$ cat src/rtl/wkp_pkg.sv
package wkp_pkg;
  localparam int unsigned SEL_W = 2;

  typedef enum logic [SEL_W-1:0] {
    SEL_FLAG  = 2'd0,
    SEL_REL   = 2'd1,
    SEL_DIR   = 2'd2,
    SEL_IRQEN = 2'd3
  } reg_sel_e;
endpackage

$ cat src/rtl/wkp_sync.sv
module wkp_sync #(
  parameter int unsigned W      = 7,
  parameter int unsigned STAGES = 2
) (
  input  logic         clk_i,
  input  logic         rst_ni,
  input  logic [W-1:0] d_i,
  output logic [W-1:0] q_o
);
  logic [W-1:0] stage_q [STAGES];

  for (genvar s = 0; s < STAGES; s++) begin : g_stage
    always_ff @(posedge clk_i or negedge rst_ni) begin
      if (!rst_ni)     stage_q[s] <= '0;
      else if (s == 0) stage_q[s] <= d_i;
      else             stage_q[s] <= stage_q[(s == 0) ? 0 : s-1];
    end
  end

  assign q_o = stage_q[STAGES-1];
endmodule

$ cat src/rtl/wkp_edge_flag.sv
module wkp_edge_flag #(
  parameter int unsigned W = 7
) (
  input  logic         clk_i,
  input  logic         rst_ni,
  input  logic [W-1:0] sync_i,
  input  logic [W-1:0] dir_i,
  input  logic [W-1:0] clr_mask_i,
  output logic [W-1:0] fall_o,
  output logic [W-1:0] flag_o
);
  logic [W-1:0] prev_q;
  logic [W-1:0] flag_q;

  always_ff @(posedge clk_i or negedge rst_ni) begin
    if (!rst_ni) prev_q <= '0;
    else         prev_q <= sync_i;
  end

  // only input-mode pins take part
  assign fall_o = prev_q & ~sync_i & dir_i;

  // set has priority over a same-cycle clear
  for (genvar n = 0; n < W; n++) begin : g_flag
    always_ff @(posedge clk_i or negedge rst_ni) begin
      if (!rst_ni)            flag_q[n] <= 1'b0;
      else if (fall_o[n])     flag_q[n] <= 1'b1;
      else if (clr_mask_i[n]) flag_q[n] <= 1'b0;
    end
  end

  assign flag_o = flag_q;
endmodule

$ cat src/rtl/wkp_cfg_regs.sv
module wkp_cfg_regs
  import wkp_pkg::*;
#(
  parameter int unsigned W = 7
) (
  input  logic             clk_i,
  input  logic             rst_ni,
  input  logic             wr_en_i,
  input  logic [SEL_W-1:0] wr_sel_i,
  input  logic [W-1:0]     wr_data_i,
  output logic [W-1:0]     rel_en_o,
  output logic [W-1:0]     dir_o,
  output logic             irq_en_o,
  output logic [W-1:0]     flag_clr_o
);
  logic [W-1:0] rel_q, dir_q;
  logic         irq_en_q;
  reg_sel_e     sel;

  assign sel = reg_sel_e'(wr_sel_i);

  always_ff @(posedge clk_i or negedge rst_ni) begin
    if (!rst_ni) begin
      rel_q    <= '0;
      dir_q    <= '1;
      irq_en_q <= 1'b0;
    end else if (wr_en_i) begin
      unique case (sel)
        SEL_REL:   rel_q    <= wr_data_i;
        SEL_DIR:   dir_q    <= wr_data_i;
        SEL_IRQEN: irq_en_q <= wr_data_i[0];
        default:   ;
      endcase
    end
  end

  // zero bits clear, one bits are ignored
  assign flag_clr_o = (wr_en_i && sel == SEL_FLAG) ? ~wr_data_i : '0;
  assign rel_en_o   = rel_q;
  assign dir_o      = dir_q;
  assign irq_en_o   = irq_en_q;
endmodule

$ cat src/rtl/wkp_req_gen.sv
module wkp_req_gen #(
  parameter int unsigned W = 7
) (
  input  logic         clk_i,
  input  logic         rst_ni,
  input  logic [W-1:0] fall_i,
  input  logic [W-1:0] rel_en_i,
  input  logic [W-1:0] dir_i,
  input  logic [W-1:0] pin_i,
  input  logic         stop_i,
  input  logic [W-1:0] flag_i,
  input  logic         irq_en_i,
  output logic         wake_o,
  output logic         irq_o
);
  logic wake_q;
  logic stop_wake;

  always_ff @(posedge clk_i or negedge rst_ni) begin
    if (!rst_ni) wake_q <= 1'b0;
    else         wake_q <= |(fall_i & rel_en_i);
  end

  // clock is halted in stop: raw pin level releases directly
  assign stop_wake = stop_i & (|(~pin_i & rel_en_i & dir_i));
  assign wake_o    = wake_q | stop_wake;
  assign irq_o     = irq_en_i & (|flag_i);
endmodule

$ cat src/rtl/edge_wake_ctrl.sv
module edge_wake_ctrl
  import wkp_pkg::*;
#(
  parameter int unsigned W         = 7,
  parameter int unsigned SYNC_DEPTH = 2
) (
  input  logic             clk_i,
  input  logic             rst_ni,
  input  logic [W-1:0]     pin_i,
  input  logic             stop_mode_i,
  input  logic             wr_en_i,
  input  logic [SEL_W-1:0] wr_sel_i,
  input  logic [W-1:0]     wr_data_i,
  output logic [W-1:0]     flag_o,
  output logic [W-1:0]     rel_en_o,
  output logic [W-1:0]     dir_o,
  output logic             irq_en_o,
  output logic             wake_o,
  output logic             irq_o
);
  logic [W-1:0] pin_sync, fall, flag_clr;

  wkp_sync #(.W(W), .STAGES(SYNC_DEPTH)) i_sync (
    .clk_i (clk_i),
    .rst_ni(rst_ni),
    .d_i   (pin_i),
    .q_o   (pin_sync)
  );

  wkp_cfg_regs #(.W(W)) i_cfg (
    .clk_i     (clk_i),
    .rst_ni    (rst_ni),
    .wr_en_i   (wr_en_i),
    .wr_sel_i  (wr_sel_i),
    .wr_data_i (wr_data_i),
    .rel_en_o  (rel_en_o),
    .dir_o     (dir_o),
    .irq_en_o  (irq_en_o),
    .flag_clr_o(flag_clr)
  );

  wkp_edge_flag #(.W(W)) i_edge (
    .clk_i     (clk_i),
    .rst_ni    (rst_ni),
    .sync_i    (pin_sync),
    .dir_i     (dir_o),
    .clr_mask_i(flag_clr),
    .fall_o    (fall),
    .flag_o    (flag_o)
  );

  wkp_req_gen #(.W(W)) i_req (
    .clk_i   (clk_i),
    .rst_ni  (rst_ni),
    .fall_i  (fall),
    .rel_en_i(rel_en_o),
    .dir_i   (dir_o),
    .pin_i   (pin_i),
    .stop_i  (stop_mode_i),
    .flag_i  (flag_o),
    .irq_en_i(irq_en_o),
    .wake_o  (wake_o),
    .irq_o   (irq_o)
  );
endmodule

$ cat config.mk
export PLATFORM = sky130hd
export DESIGN_NAME = edge_wake_ctrl
export DESIGN_NICKNAME = d
export VERILOG_FILES = /design/src/rtl/wkp_pkg.sv /design/src/rtl/wkp_sync.sv /design/src/rtl/wkp_edge_flag.sv /design/src/rtl/wkp_cfg_regs.sv /design/src/rtl/wkp_req_gen.sv /design/src/rtl/edge_wake_ctrl.sv
export SDC_FILE = /design/constraint.sdc
export NUM_CORES = 1
export LEC_CHECK = 0
export BUFFER_PORTS_ARGS = -buffer_cell sky130_fd_sc_hd__buf_2
export CORE_ASPECT_RATIO = 0.6
export CORE_MARGIN = 1
export CORE_UTILIZATION = 40
export CTS_CLUSTER_SIZE = 12
export DETAILED_ROUTE_END_ITERATION = 6
export GPL_TIMING_DRIVEN = 0
export PLACE_DENSITY = 0.66
export SLEW_MARGIN = 20
export SYNTH_ARGS = -nofsm -noshare
export SYNTH_HDL_FRONTEND = slang
export SYNTH_SLANG_ARGS = --single-unit
$ cat constraint.sdc
create_clock -name clk_i -period 1.1 [get_ports clk_i]
set_clock_uncertainty 0.1 [all_clocks]
set_input_delay 0.11 -clock clk_i [delete_from_list [all_inputs] [get_ports clk_i]]
set_output_delay 0.11 -clock clk_i [all_outputs]
set_load 0.05 [all_outputs]
### Word-level counts from Yosys, hierarchy flattened

Cells that the tools add are included.
W data, S select, Z words.

| storage, ports and cells | value |
|---|---|
| register bits | 44 |
| word-level logic and storage cells | 58 |
| output and inout bits | 24 |

| operators by class | value |
|---|---|
| bitwise operators | 11 |
| equality and inequality tests | 3 |
| multiplexer cells | 15 |
| reduce and logical (&&, ||, !) cells | 15 |

Operator list:

| kind | count |
|---|---|
| $and A7 B7 Y7 | 5 |
| $not A7 Y7 | 3 |
| $reduce_or A7 Y1 | 3 |
| $mux W1 | 14 |
| $reduce_bool A2 Y1 | 7 |
| $mux W7 | 1 |
| $reduce_and A2 Y1 | 3 |
| $eq A2 B2 Y1 const B | 2 |
| $and A1 B1 Y1 | 2 |
| $eq A2 B1 Y1 const B | 1 |
| $logic_not A2 Y1 | 1 |
| $logic_and A1 B1 Y1 | 1 |
| $or A1 B1 Y1 | 1 |

### Logic depth before layout (Yosys ltp)

Gate-level depths: netlist of the first run.

| depth | value |
|---|---|
| depth in word-level cells | 6 |
| mapped depth | 3 |
| depth with buffers taken out | 3 |

### Hierarchy

A second synthesis of the first run with hierarchy kept.

| second synthesis, totals | value |
|---|---|
| cells, all modules | 125 |
| area, all modules | 1714.1 µm² |

Modules (own cells, without submodules):

| module | area each (µm²) | times used | cells an instance | sequential area each (µm²) |
|---|---|---|---|---|
| wkp_cfg_regs | 649.4 | 1 | 42 | 384.1 |
| wkp_edge_flag | 516.7 | 1 | 42 | 350.3 |
| wkp_sync | 402.9 | 1 | 21 | 350.3 |
| wkp_req_gen | 145.1 | 1 | 20 | 25.0 |

### Worst setup path before layout of the first run

Ideal clock, no wire load.

| timing | value |
|---|---|
| path kind | register to output |
| from | register i_edge.flag_q[1] (netlist: i_edge.flag_o[1]) |
| to | output port irq_o |
| data arrival time | 1.892 ns |
| buffers on the path | 0 |
| data required time | 0.890 ns |
| stages on the path, launching flop included | 3 |
| path slack | -1.002 ns |
| path through | dfrtp_1 nor3_1 a21boi_0 |

| between the ends | value |
|---|---|
| word-level cells in the longest chain between the ends | 2 |

RTL lines:

| item | RTL line | source |
|---|---|---|
| start, declared | wkp_edge_flag.sv:13 | `logic [W-1:0] flag_q;` |
| start signal, assigned by index | wkp_edge_flag.sv:26 | `if (!rst_ni) flag_q[n] <= 1'b0;` |
| start signal, assigned by index | wkp_edge_flag.sv:27 | `else if (fall_o[n]) flag_q[n] <= 1'b1;` |
| start signal, assigned by index | wkp_edge_flag.sv:28 | `else if (clr_mask_i[n]) flag_q[n] <= 1'b0;` |
| $reduce_or A7 Y1 | wkp_req_gen.sv:27 | `assign irq_o = irq_en_i & (\|flag_i);` |
| $and A1 B1 Y1 | wkp_req_gen.sv:27 |  |
| end, declared | edge_wake_ctrl.sv:19 | `output logic irq_o` |

No other way between the ends.

### Final worst setup path of the first run

| timing | value |
|---|---|
| from | register i_cfg.rel_q[0] (netlist: i_cfg.rel_en_o[0]) |
| to | output port wake_o |

| between the ends | value |
|---|---|
| word-level cells in the longest chain between the ends | 5 |

RTL lines:

| item | RTL line | source |
|---|---|---|
| start, declared | wkp_cfg_regs.sv:16 | `logic [W-1:0] rel_q, dir_q;` |
| start signal, assigned | wkp_cfg_regs.sv:29 | `SEL_REL: rel_q <= wr_data_i;` |
| $and A7 B7 Y7 (2 in series) | wkp_req_gen.sv:25 | `assign stop_wake = stop_i & (\|(~pin_i & rel_en_i & dir_i));` |
| $reduce_or A7 Y1 | wkp_req_gen.sv:25 |  |
| $and A1 B1 Y1 | wkp_req_gen.sv:25 |  |
| $or A1 B1 Y1 | wkp_req_gen.sv:26 | `assign wake_o = wake_q \| stop_wake;` |
| end, declared | edge_wake_ctrl.sv:18 | `output logic wake_o,` |

No other way between the ends.

==> flow_metrics.env, run 1 <==
export IMPL_status="finished, violations left"
export IMPL_violations="hold timing, setup timing"
export IMPL_leakage_uw=0.00111
export IMPL_place_ws_ns=-0.411
export IMPL_drv_slew=0
export IMPL_finish_utilization=0.676
export IMPL_avgRoutedWirePerCell_um=16.8
export IMPL_dp_hpwl_mm=2.50
export IMPL_finalHoldViolCount=37
export IMPL_total_power_uw=5640
export IMPL_path_class="reg2out"
export IMPL_ios=44
export IMPL_worstPathRequired_ns=0.89
export IMPL_netlist_area_um2=1590
export IMPL_ir_drop_mv=1.60
export IMPL_timing_hold_ws_ns=-0.138
export IMPL_portBuffers=43
export IMPL_root_buffer="clkbuf_8"
export IMPL_n_antenna_cell=0
export IMPL_finalWirelength_mm=3.88
export IMPL_chipHeight_um=50.9
export IMPL_finalNetCount=203
export IMPL_min_path_type="in2async"
export IMPL_place_congestion=0.720
export IMPL_maxSlewHeadroom=0.366
export IMPL_r2r_end="i_req.wake_q$_DFF_PN0_"
export IMPL_setup_viol=20
export IMPL_setup_slack_ns=-0.611
export IMPL_drt_pass1_iterations=4
export IMPL_seq_area_frac_synth=0.696
export IMPL_synth_cell_types=20
export IMPL_gr_total_overflow=0
export IMPL_syn_avg_cell_area_um2=14.9
export IMPL_clk_latency_ns=0.30
export IMPL_cts_buffers_inserted=5
export IMPL_floorplan_core_area_um2=3740
export IMPL_grt_usage=0.188
export IMPL_max_slew_worst_pin_slew_ns=0.951
export IMPL_yosys_warnings=0
export IMPL_arrival_ns=1.50
export IMPL_r2r_cells=3
export IMPL_cts_reportedPaths_clkPinSlew_ns=0.09
export IMPL_async_reset_ff_frac=1.00
export IMPL_grt_pass1_wl_mm=5.86
export IMPL_yosys_area_top_type_share=0.581
export IMPL_htree_num_levels=2
export IMPL_fmax_ghz=0.584
export IMPL_multi_input_area_um2=526
export IMPL_grt_max_degree=45
export IMPL_synth_commonest_cells="37 x dfrtp_1, 15 x mux2_2, 10 x nand2_1"
export IMPL_cts_hold_buf=13
export IMPL_reg2reg_from="i_cfg.dir_o[4]$_DFFE_PN1P_"
export IMPL_ant_nets=0
export IMPL_grt_pass1_vias=1189
export IMPL_nFillCells=271
export IMPL_fp_dieW_um=83.5
export IMPL_drive_gt1_frac=0.571
export IMPL_area_growth_pct=58.9
export IMPL_num_rows=17
export IMPL_cp_end_kind="output pin"
export IMPL_cts_buffer_depth=2
export IMPL_start_util=0.426
export IMPL_period_needed_ns=1.71
export IMPL_cts_tree="built"
export IMPL_r2r_slack_ns=-0.08
export IMPL_synth_top_cell_by_area="dfrtp_1"
export IMPL_vias=1170
export IMPL_synthFlopType="dfrtp_1"
export IMPL_fin_setup_tns_ns=-3.14
export IMPL_yosys_top_cells_area="dfrtp_1 58%, dfstp_2 12%, mux2_2 11%"
export IMPL_cp_max_fo=2
export IMPL_rsz0062_at_grt="true"
export IMPL_synth_fp_nets=127
export IMPL_cts_sinks=44
export IMPL_drt_initial_drc_count=64
export IMPL_p_per_area_nw_per_um2=2230
export IMPL_dieArea_um2=4250
export IMPL_route_detailed_drc=0
export IMPL_synth_most_common_cell="dfrtp_1"
export IMPL_synth_edf_count=0
export IMPL_synth_seq_cells=44
export IMPL_crit_path_start_kind="register"
export IMPL_drv_cap=0
export IMPL_vias_per_cell=5.06
export IMPL_syn_inst=107
export IMPL_regArea_um2=1120
export IMPL_antenna_found_initial=0
export IMPL_finalCritPeriodShare=1.56
[critical path, stage by stage, from the launching register on]
cell      delay (ns)
dfrtp_2         0.43
nand3b_1        0.13
nand4_1         0.16
o32a_4          0.34
buf_6           0.15
[what timing repair did]
item,in CTS,in global routing
resized for setup,53,18
endpoints found under the setup margin,25,25
gates cloned,0,0
hold endpoints to repair,62,37
pin swaps,4,5
buffers inserted,3,10
[cell usage in the layout, fill, tap and decap left out, types with 4 or more instances in the layout]
cell,synthesis,routed
buf_6,0,23
buf_4,0,4
nand4b_1,6,6
nand2_1,10,10
dfrtp_1,37,28
dfrtp_2,0,9
mux2_2,15,15
dfstp_2,7,7
buf_2,0,19
dlygate4sd3_1,0,13
o21ai_1,9,9
clkbuf_8,0,5
nand3b_1,6,6
buf_8,0,10
[flip-flops by register name (all words and copies together), names as in the netlist]
register,flops
i_cfg.dir_o,7
i_sync.q_o,7
i_cfg.irq_en_o,1
i_edge.prev_q,7
i_edge.flag_o,7
i_cfg.rel_en_o,7
i_sync.stage_q,7
i_req.wake_q,1
[worst max-delay path by stage]
stage	end	from	slack, ns
2_1_floorplan	wake_o	i_cfg.dir_o[3]$_DFFE_PN1P_	-0.32
4_1_cts	wake_o	i_cfg.rel_en_o[6]$_DFFE_PN0P_	-0.58
3_3_place_gp	wake_o	i_cfg.rel_en_o[6]$_DFFE_PN0P_	-0.38
6_report	wake_o	i_cfg.rel_en_o[0]$_DFFE_PN0P_	-0.61
5_1_grt	wake_o	i_cfg.rel_en_o[0]$_DFFE_PN0P_	-0.62
3_5_place_dp	wake_o	i_cfg.rel_en_o[1]$_DFFE_PN0P_	-0.41
[routing by layer]
metal,vias up,routed length (um),share of wire,GRT usage
li1,545,-,-,-
met4,0,37,0.0095,0.0508
met3,4,233,0.060,0.0598
met5,-,0,0,0
met1,582,1850,0.48,0.263
met2,39,1760,0.45,0.287
[where the power goes]
group	internal [uW]	total, uW	switching, uW
clock	1140	1680	541
sequential	1880	2130	246
combinational	826	1840	1010
[per-stage QoR]
| stage | cell area (um2) | std cells |
|---|---|---|
| CTS | 2390 | 221 |
| global route | 2530 | 231 |
| detailed placement | 1910 | 197 |
| global placement | 1910 | 197 |
| floorplan | 1630 | 107 |
| finish | 2530 | 231 |
[final cells by class]
cell class | count | share of cell area
Clock buffer | 5 | 0.0272
Clock inverter | 3 | 0.0356
Inverter | 1 | 0.00148
Multi-Input combinational cell | 62 | 0.208
Sequential cell | 44 | 0.443
Tap cell | 47 | 0.0232
Timing Repair Buffer | 69 | 0.262
[kinds of logic (layout without fill, tap and decap cells)]
kind of cell           count (synthesis)  after routing  synth area share
buffers and inverters                  1             78           0.00235
muxes                                 15             15             0.106
AOI/OAI and AO/OA                     17             17            0.0714
DFF                                   44             44             0.696
and+or+nand+nor                       30             30             0.124
(Power assumes the default switching activity.)
==> run 2, diff against run 1 <==
--- a/config.mk
+++ b/config.mk
@@ -8,11 +8,10 @@
 export BUFFER_PORTS_ARGS = -buffer_cell sky130_fd_sc_hd__buf_2
 export CORE_ASPECT_RATIO = 0.6
 export CORE_MARGIN = 1
-export CORE_UTILIZATION = 40
+export CORE_UTILIZATION = 35
 export CTS_CLUSTER_SIZE = 12
 export DETAILED_ROUTE_END_ITERATION = 6
 export GPL_TIMING_DRIVEN = 0
-export PLACE_DENSITY = 0.66
 export SLEW_MARGIN = 20
 export SYNTH_ARGS = -nofsm -noshare
 export SYNTH_HDL_FRONTEND = slang
==> run 2 against run 1 <==
The flow finishes with violations (setup timing). Final cell count rose by 6.1%. Worst hold slack improved by 0.23 ns. Critical endpoint unchanged. Highest routed layer unchanged. Total power fell by 3.7%. Critical path type unchanged. Non-clock buffer count rose by 1. Sequential share of layout area fell by 0.39 points.
==> flow_metrics.env, run 2 (same netlist as run 1, synthesis figures left out) <==
export IMPL_area_growth_pct=60.3
export IMPL_nFillCells=352
export IMPL_worst_path_buf_inv=1
export IMPL_drt_pass1_iterations=3
export IMPL_root_buffer="clkbuf_8"
export IMPL_finalCritPeriodShare=1.51
export IMPL_setup_viol=20
export IMPL_dp_hpwl_mm=2.48
export IMPL_num_rows=18
export IMPL_status="finished, violations left"
export IMPL_place_congestion=0.719
export IMPL_start_util=0.376
export IMPL_finalWirelength_mm=3.80
export IMPL_p_per_area_nw_per_um2=2130
export IMPL_n_antenna_cell=0
export IMPL_finalHoldViolCount=0
export IMPL_final_cell_mix="28 x dfrtp_1, 22 x buf_6, 18 x buf_2"
export IMPL_worstPathRequired_ns=0.89
export IMPL_gr_total_overflow=0
export IMPL_cpLargestDelayFamily="flip-flops"
export IMPL_ios=44
export IMPL_max_stage_delay_ns=0.41
export IMPL_fin_setup_tns_ns=-3.02
export IMPL_portBuffers=43
export IMPL_drt_initial_drc_count=25
export IMPL_floorplan_core_area_um2=4230
export IMPL_period_needed_ns=1.66
export IMPL_place_ws_ns=-0.371
export IMPL_route_detailed_drc=0
export IMPL_vias_per_cell=4.77
export IMPL_cts_reportedPaths_clkPinSlew_ns=0.07
export IMPL_crit_path_start_kind="register"
export IMPL_ant_nets=0
export IMPL_cp_max_fo=2
export IMPL_clk_latency_ns=0.29
export IMPL_fp_dieW_um=89.1
export IMPL_dpl_cell_area_um2=1920
export IMPL_avgRoutedWirePerCell_um=15.5
export IMPL_fin_area_um2=2550
export IMPL_min_path_type="in2reg"
export IMPL_arrival_ns=1.45
export IMPL_grt_max_degree=45
export IMPL_drv_slew=0
export IMPL_grt_pass1_wl_mm=5.80
export IMPL_fmax_ghz=0.603
export IMPL_rsz0062_at_grt="true"
export IMPL_chipHeight_um=54.3
export IMPL_violations="setup timing"
export IMPL_vias=1169
export IMPL_grt_pass1_vias=1127
export IMPL_cp_end_kind="output pin"
export IMPL_setup_slack_ns=-0.559
export IMPL_final_common_cell="dfrtp_1"
export IMPL_drv_cap=0
export IMPL_cpMaxStageDelayCell="dfrtp_2"
export IMPL_path_cells="nand3b_1 -> nand4_1 -> o32a_4 -> buf_8"
export IMPL_cts_tree="built"
export IMPL_cts_sinks=44
export IMPL_cts_buffer_depth=2
export IMPL_htree_num_levels=2
export IMPL_max_slew_worst_pin_slew_ns=0.546
export IMPL_cts_buffers_inserted=5
export IMPL_path_class="reg2out"
export IMPL_antenna_found_initial=0
export IMPL_finalNetCount=204
export IMPL_leakage_uw=0.00111
export IMPL_grt_usage=0.176
export IMPL_maxSlewHeadroom=0.636
export IMPL_ir_drop_mv=1.11
export IMPL_total_power_uw=5430
export IMPL_drive_gt1_frac=0.562
export IMPL_dieArea_um2=4840
run 2: worst paths after layout:
| check | start | end | slack (ns) | cells past startpoint |
|---|---|---|---|---|
| setup / recovery | i_cfg.rel_en_o[0]$_DFFE_PN0P_ | wake_o | -0.56 | 4 |
| hold / removal | wr_sel_i[1] | i_cfg.irq_en_o$_DFFE_PN0P_ | 0.09 | 3 |
| setup reg to reg | i_cfg.dir_o[4]$_DFFE_PN1P_ | i_req.wake_q$_DFF_PN0_ | -0.09 | 3 |
| hold reg to reg | i_sync.stage_q[9]$_DFF_PN0_ | i_sync.q_o[2]$_DFF_PN0_ | 0.24 | 0 |
| max in group asynchronous | rst_ni | i_cfg.rel_en_o[1]$_DFFE_PN0P_ | 0.25 | 2 |
| min in group asynchronous | rst_ni | i_edge.flag_o[6]$_DFFE_PN0P_ | 0.24 | 2 |
run 2: per-stage QoR:
step	hold slack, ns	utilization	instances
6_report	0.0913	0.603	245
5_1_grt	0.0888	0.603	245
4_1_cts	-0.112	0.577	237
3_5_place_dp	0.136	0.454	210
3_3_place_gp	0.128	0.454	210
2_1_floorplan	-0.286	-	107
run 2: worst register-to-register path, delay by kind of cell, from the launching register on:
family             cells  cell delay (ns)
AOI/OAI and AO/OA      1             0.26
and+or+nand+nor        2             0.20
DFF                    1             0.57
run 2: layout make-up:
cell class | instances | area, um2 | area share
timing repair buffer | 70 | 691 | 0.270
sequential | 44 | 1120 | 0.439
clock inverter | 2 | 60.1 | 0.0235
tap | 60 | 75.1 | 0.0294
multi-input combinational | 62 | 532 | 0.208
inverter | 1 | 3.75 | 0.00147
clock buffer | 6 | 72.6 | 0.0284
run 2: timing repair:
action	in CTS	in global routing
pin swaps	5	2
gates cloned	0	0
setup buffers	5	9
endpoints found under the setup margin	25	25
endpoints found under the hold margin	63	37
gates resized for setup	63	15
hold buffers	14	1
run 2: where the power goes:
group          internal, uW  switching [uW]  leakage [uW]
logic                   852            1030      0.000552
clock network           907             528     0.0000654
registers              1880             233      0.000492
run 2: metal layers:
layer	GRT usage	vias up	wire, um	share of wire
met5	0	-	0	0
met4	0.0556	0	24	0.0063
met3	0.0513	5	152	0.040
met2	0.268	30	1710	0.45
met1	0.246	579	1910	0.50
li1	-	555	-	-
==> run 3, diff against run 2 <==
==> constraint.sdc (replaced) <==
create_clock -name clk_i -period 1.1 [get_ports clk_i]
set_clock_uncertainty 0.1 [all_clocks]
set_input_delay 0.11 -clock clk_i [delete_from_list [all_inputs] [get_ports clk_i]]
set_output_delay 0.11 -clock clk_i [all_outputs]
set_load 0.1 [all_outputs]
==> run 3 against run 2 <==
The flow finishes with violations (hold timing, setup timing). Register-to-register slack worse by 0.07 ns. Final cell count is 2.4% lower. Flip-flop and latch count unchanged. Sequential power is 8% higher. Worst setup slack got worse by 0.13 ns. Global-route usage is 1.2 points higher. Worst hold slack worse by 0.23 ns. Critical path type unchanged. Critical endpoint unchanged. Largest power group is now combinational cells.
==> flow_metrics.env, run 3 (same netlist as run 1, synthesis figures left out) <==
export IMPL_status="finished, violations left"
export IMPL_violations="hold timing, setup timing"
export IMPL_max_stage_delay_ns=0.48
export IMPL_maxSlewHeadroom=0.370
export IMPL_root_buffer="clkbuf_8"
export IMPL_ir_drop_mv=1.04
export IMPL_drive_gt1_frac=0.603
export IMPL_gr_total_overflow=0
export IMPL_area_growth_pct=71.7
export IMPL_setup_slack_ns=-0.690
export IMPL_path_cells="nand3b_1 -> nand4_1 -> o32a_4 -> buf_12"
export IMPL_dpl_cell_area_um2=2040
export IMPL_chipHeight_um=54.3
export IMPL_htree_num_levels=2
export IMPL_fin_area_um2=2740
export IMPL_finalWirelength_mm=3.95
export IMPL_max_slew_worst_pin_slew_ns=0.944
export IMPL_p_per_area_nw_per_um2=2270
export IMPL_nFillCells=316
export IMPL_drv_slew=0
export IMPL_grt_max_degree=45
export IMPL_place_congestion=0.690
export IMPL_leakage_uw=0.00118
export IMPL_num_rows=18
export IMPL_grt_usage=0.188
export IMPL_n_antenna_cell=0
export IMPL_regArea_um2=1190
export IMPL_timing_hold_ws_ns=-0.142
export IMPL_antenna_found_initial=0
export IMPL_reg2reg_from="i_cfg.dir_o[4]$_DFFE_PN1P_"
export IMPL_start_util=0.376
export IMPL_final_common_cell="buf_12"
export IMPL_avgRoutedWirePerCell_um=16.5
export IMPL_vias=1144
export IMPL_grt_pass1_wl_mm=6.01
export IMPL_met2_usage=0.281
export IMPL_drv_cap=0
export IMPL_cts_sinks=44
export IMPL_route_detailed_drc=0
export IMPL_finalHoldViolCount=37
export IMPL_dieArea_um2=4840
export IMPL_vias_per_cell=4.79
export IMPL_arrival_ns=1.58
export IMPL_drt_initial_drc_count=55
export IMPL_portBuffers=43
export IMPL_ios=44
export IMPL_cp_max_fo=2
export IMPL_startpoint="i_cfg.rel_en_o[2]$_DFFE_PN0P_"
export IMPL_cts_tree="built"
export IMPL_floorplan_core_area_um2=4230
export IMPL_cpMaxStageDelayCell="dfrtp_4"
export IMPL_finalNetCount=198
export IMPL_worstPathRequired_ns=0.89
export IMPL_cts_buffer_depth=2
export IMPL_final_cell_mix="23 x buf_12, 22 x dfrtp_1, 19 x buf_2"
export IMPL_grt_pass1_vias=1153
export IMPL_crit_path_start_kind="register"
export IMPL_finalCritPeriodShare=1.63
export IMPL_ant_nets=0
export IMPL_setup_viol=27
export IMPL_dp_hpwl_mm=2.58
export IMPL_fp_dieW_um=89.1
export IMPL_period_needed_ns=1.79
export IMPL_gr_max_usage_layer="met2"
export IMPL_drt_pass1_iterations=4
export IMPL_place_ws_ns=-0.575
export IMPL_cp_end_kind="output pin"
export IMPL_gr_usage_met3=0.0513
export IMPL_min_path_type="in2async"
export IMPL_rsz0062_at_grt="true"
export IMPL_use_met1=0.255
export IMPL_clk_latency_ns=0.30
export IMPL_fmax_ghz=0.559
export IMPL_cts_reportedPaths_clkPinSlew_ns=0.09
export IMPL_path_class="reg2out"
export IMPL_multi_input_area_um2=586
export IMPL_cts_buffers_inserted=5
[run 3: cell type report]
cell class	count	share of cell area
Clock buffer	6	0.0302
Clock inverter	2	0.00549
Timing Repair Buffer	64	0.286
Tap cell	60	0.0274
Inverter	1	0.00137
Multi-Input combinational cell	62	0.214
Sequential cell	44	0.436
[run 3: worst paths after layout]
| check | slack [ns] | depth (start not counted) | end |
|---|---|---|---|
| hold reg to reg | 0.25 | 0 | i_sync.q_o[5]$_DFF_PN0_ |
| hold / removal | -0.14 | 1 | i_cfg.rel_en_o[0]$_DFFE_PN0P_ |
| setup / recovery | -0.69 | 4 | wake_o |
| setup reg to reg | -0.16 | 3 | i_req.wake_q$_DFF_PN0_ |
| min in group clk_i | 0.11 | 3 | i_cfg.irq_en_o$_DFFE_PN0P_ |
| max in group asynchronous | 0.35 | 1 | i_edge.flag_o[5]$_DFFE_PN0P_ |
[run 3: routing by layer]
| layer | up-vias | part of all wire |
|---|---|---|
| met5 | - | 0 |
| met4 | 0 | 0.014 |
| met3 | 6 | 0.047 |
| met2 | 32 | 0.46 |
| met1 | 575 | 0.48 |
| li1 | 531 | - |
[run 3: report_power, final]
group | internal, uW | switching [uW]
Sequential | 1980 | 292
Combinational | 1120 | 1750
Clock | 508 | 554
Total | 3610 | 2590
[run 3: metrics by stage]
step	TNS (ns)	utilization	std cells	total power (uW)	hold WS (ns)
6_report	-5.15	0.646	239	6200	-0.142
5_1_grt	-5.99	0.646	239	6430	-0.0534
4_1_cts	-5.25	0.623	234	6100	-0.109
3_5_place_dp	-5.88	0.482	210	4290	0.132
3_3_place_gp	-4.88	0.482	210	4260	0.128
2_1_floorplan	-1.98	-	107	3930	-0.286
[run 3: worst max-delay path, delay by kind of cell, from the launching register on]
family	cells	cell delay, ns
buf+inv	1	0.17
simple gates	2	0.28
compound gates	1	0.35
flops	1	0.48
[run 3: timing repair]
| item | 4_1_cts | 5_1_grt |
|---|---|---|
| endpoints found under the setup margin | 25 | 27 |
| hold buffers | 13 | 1 |
| resized for setup | 92 | 15 |
| pin swaps | 3 | 6 |
| setup buffers | 3 | 5 |
| endpoints found under the hold margin | 62 | 38 |
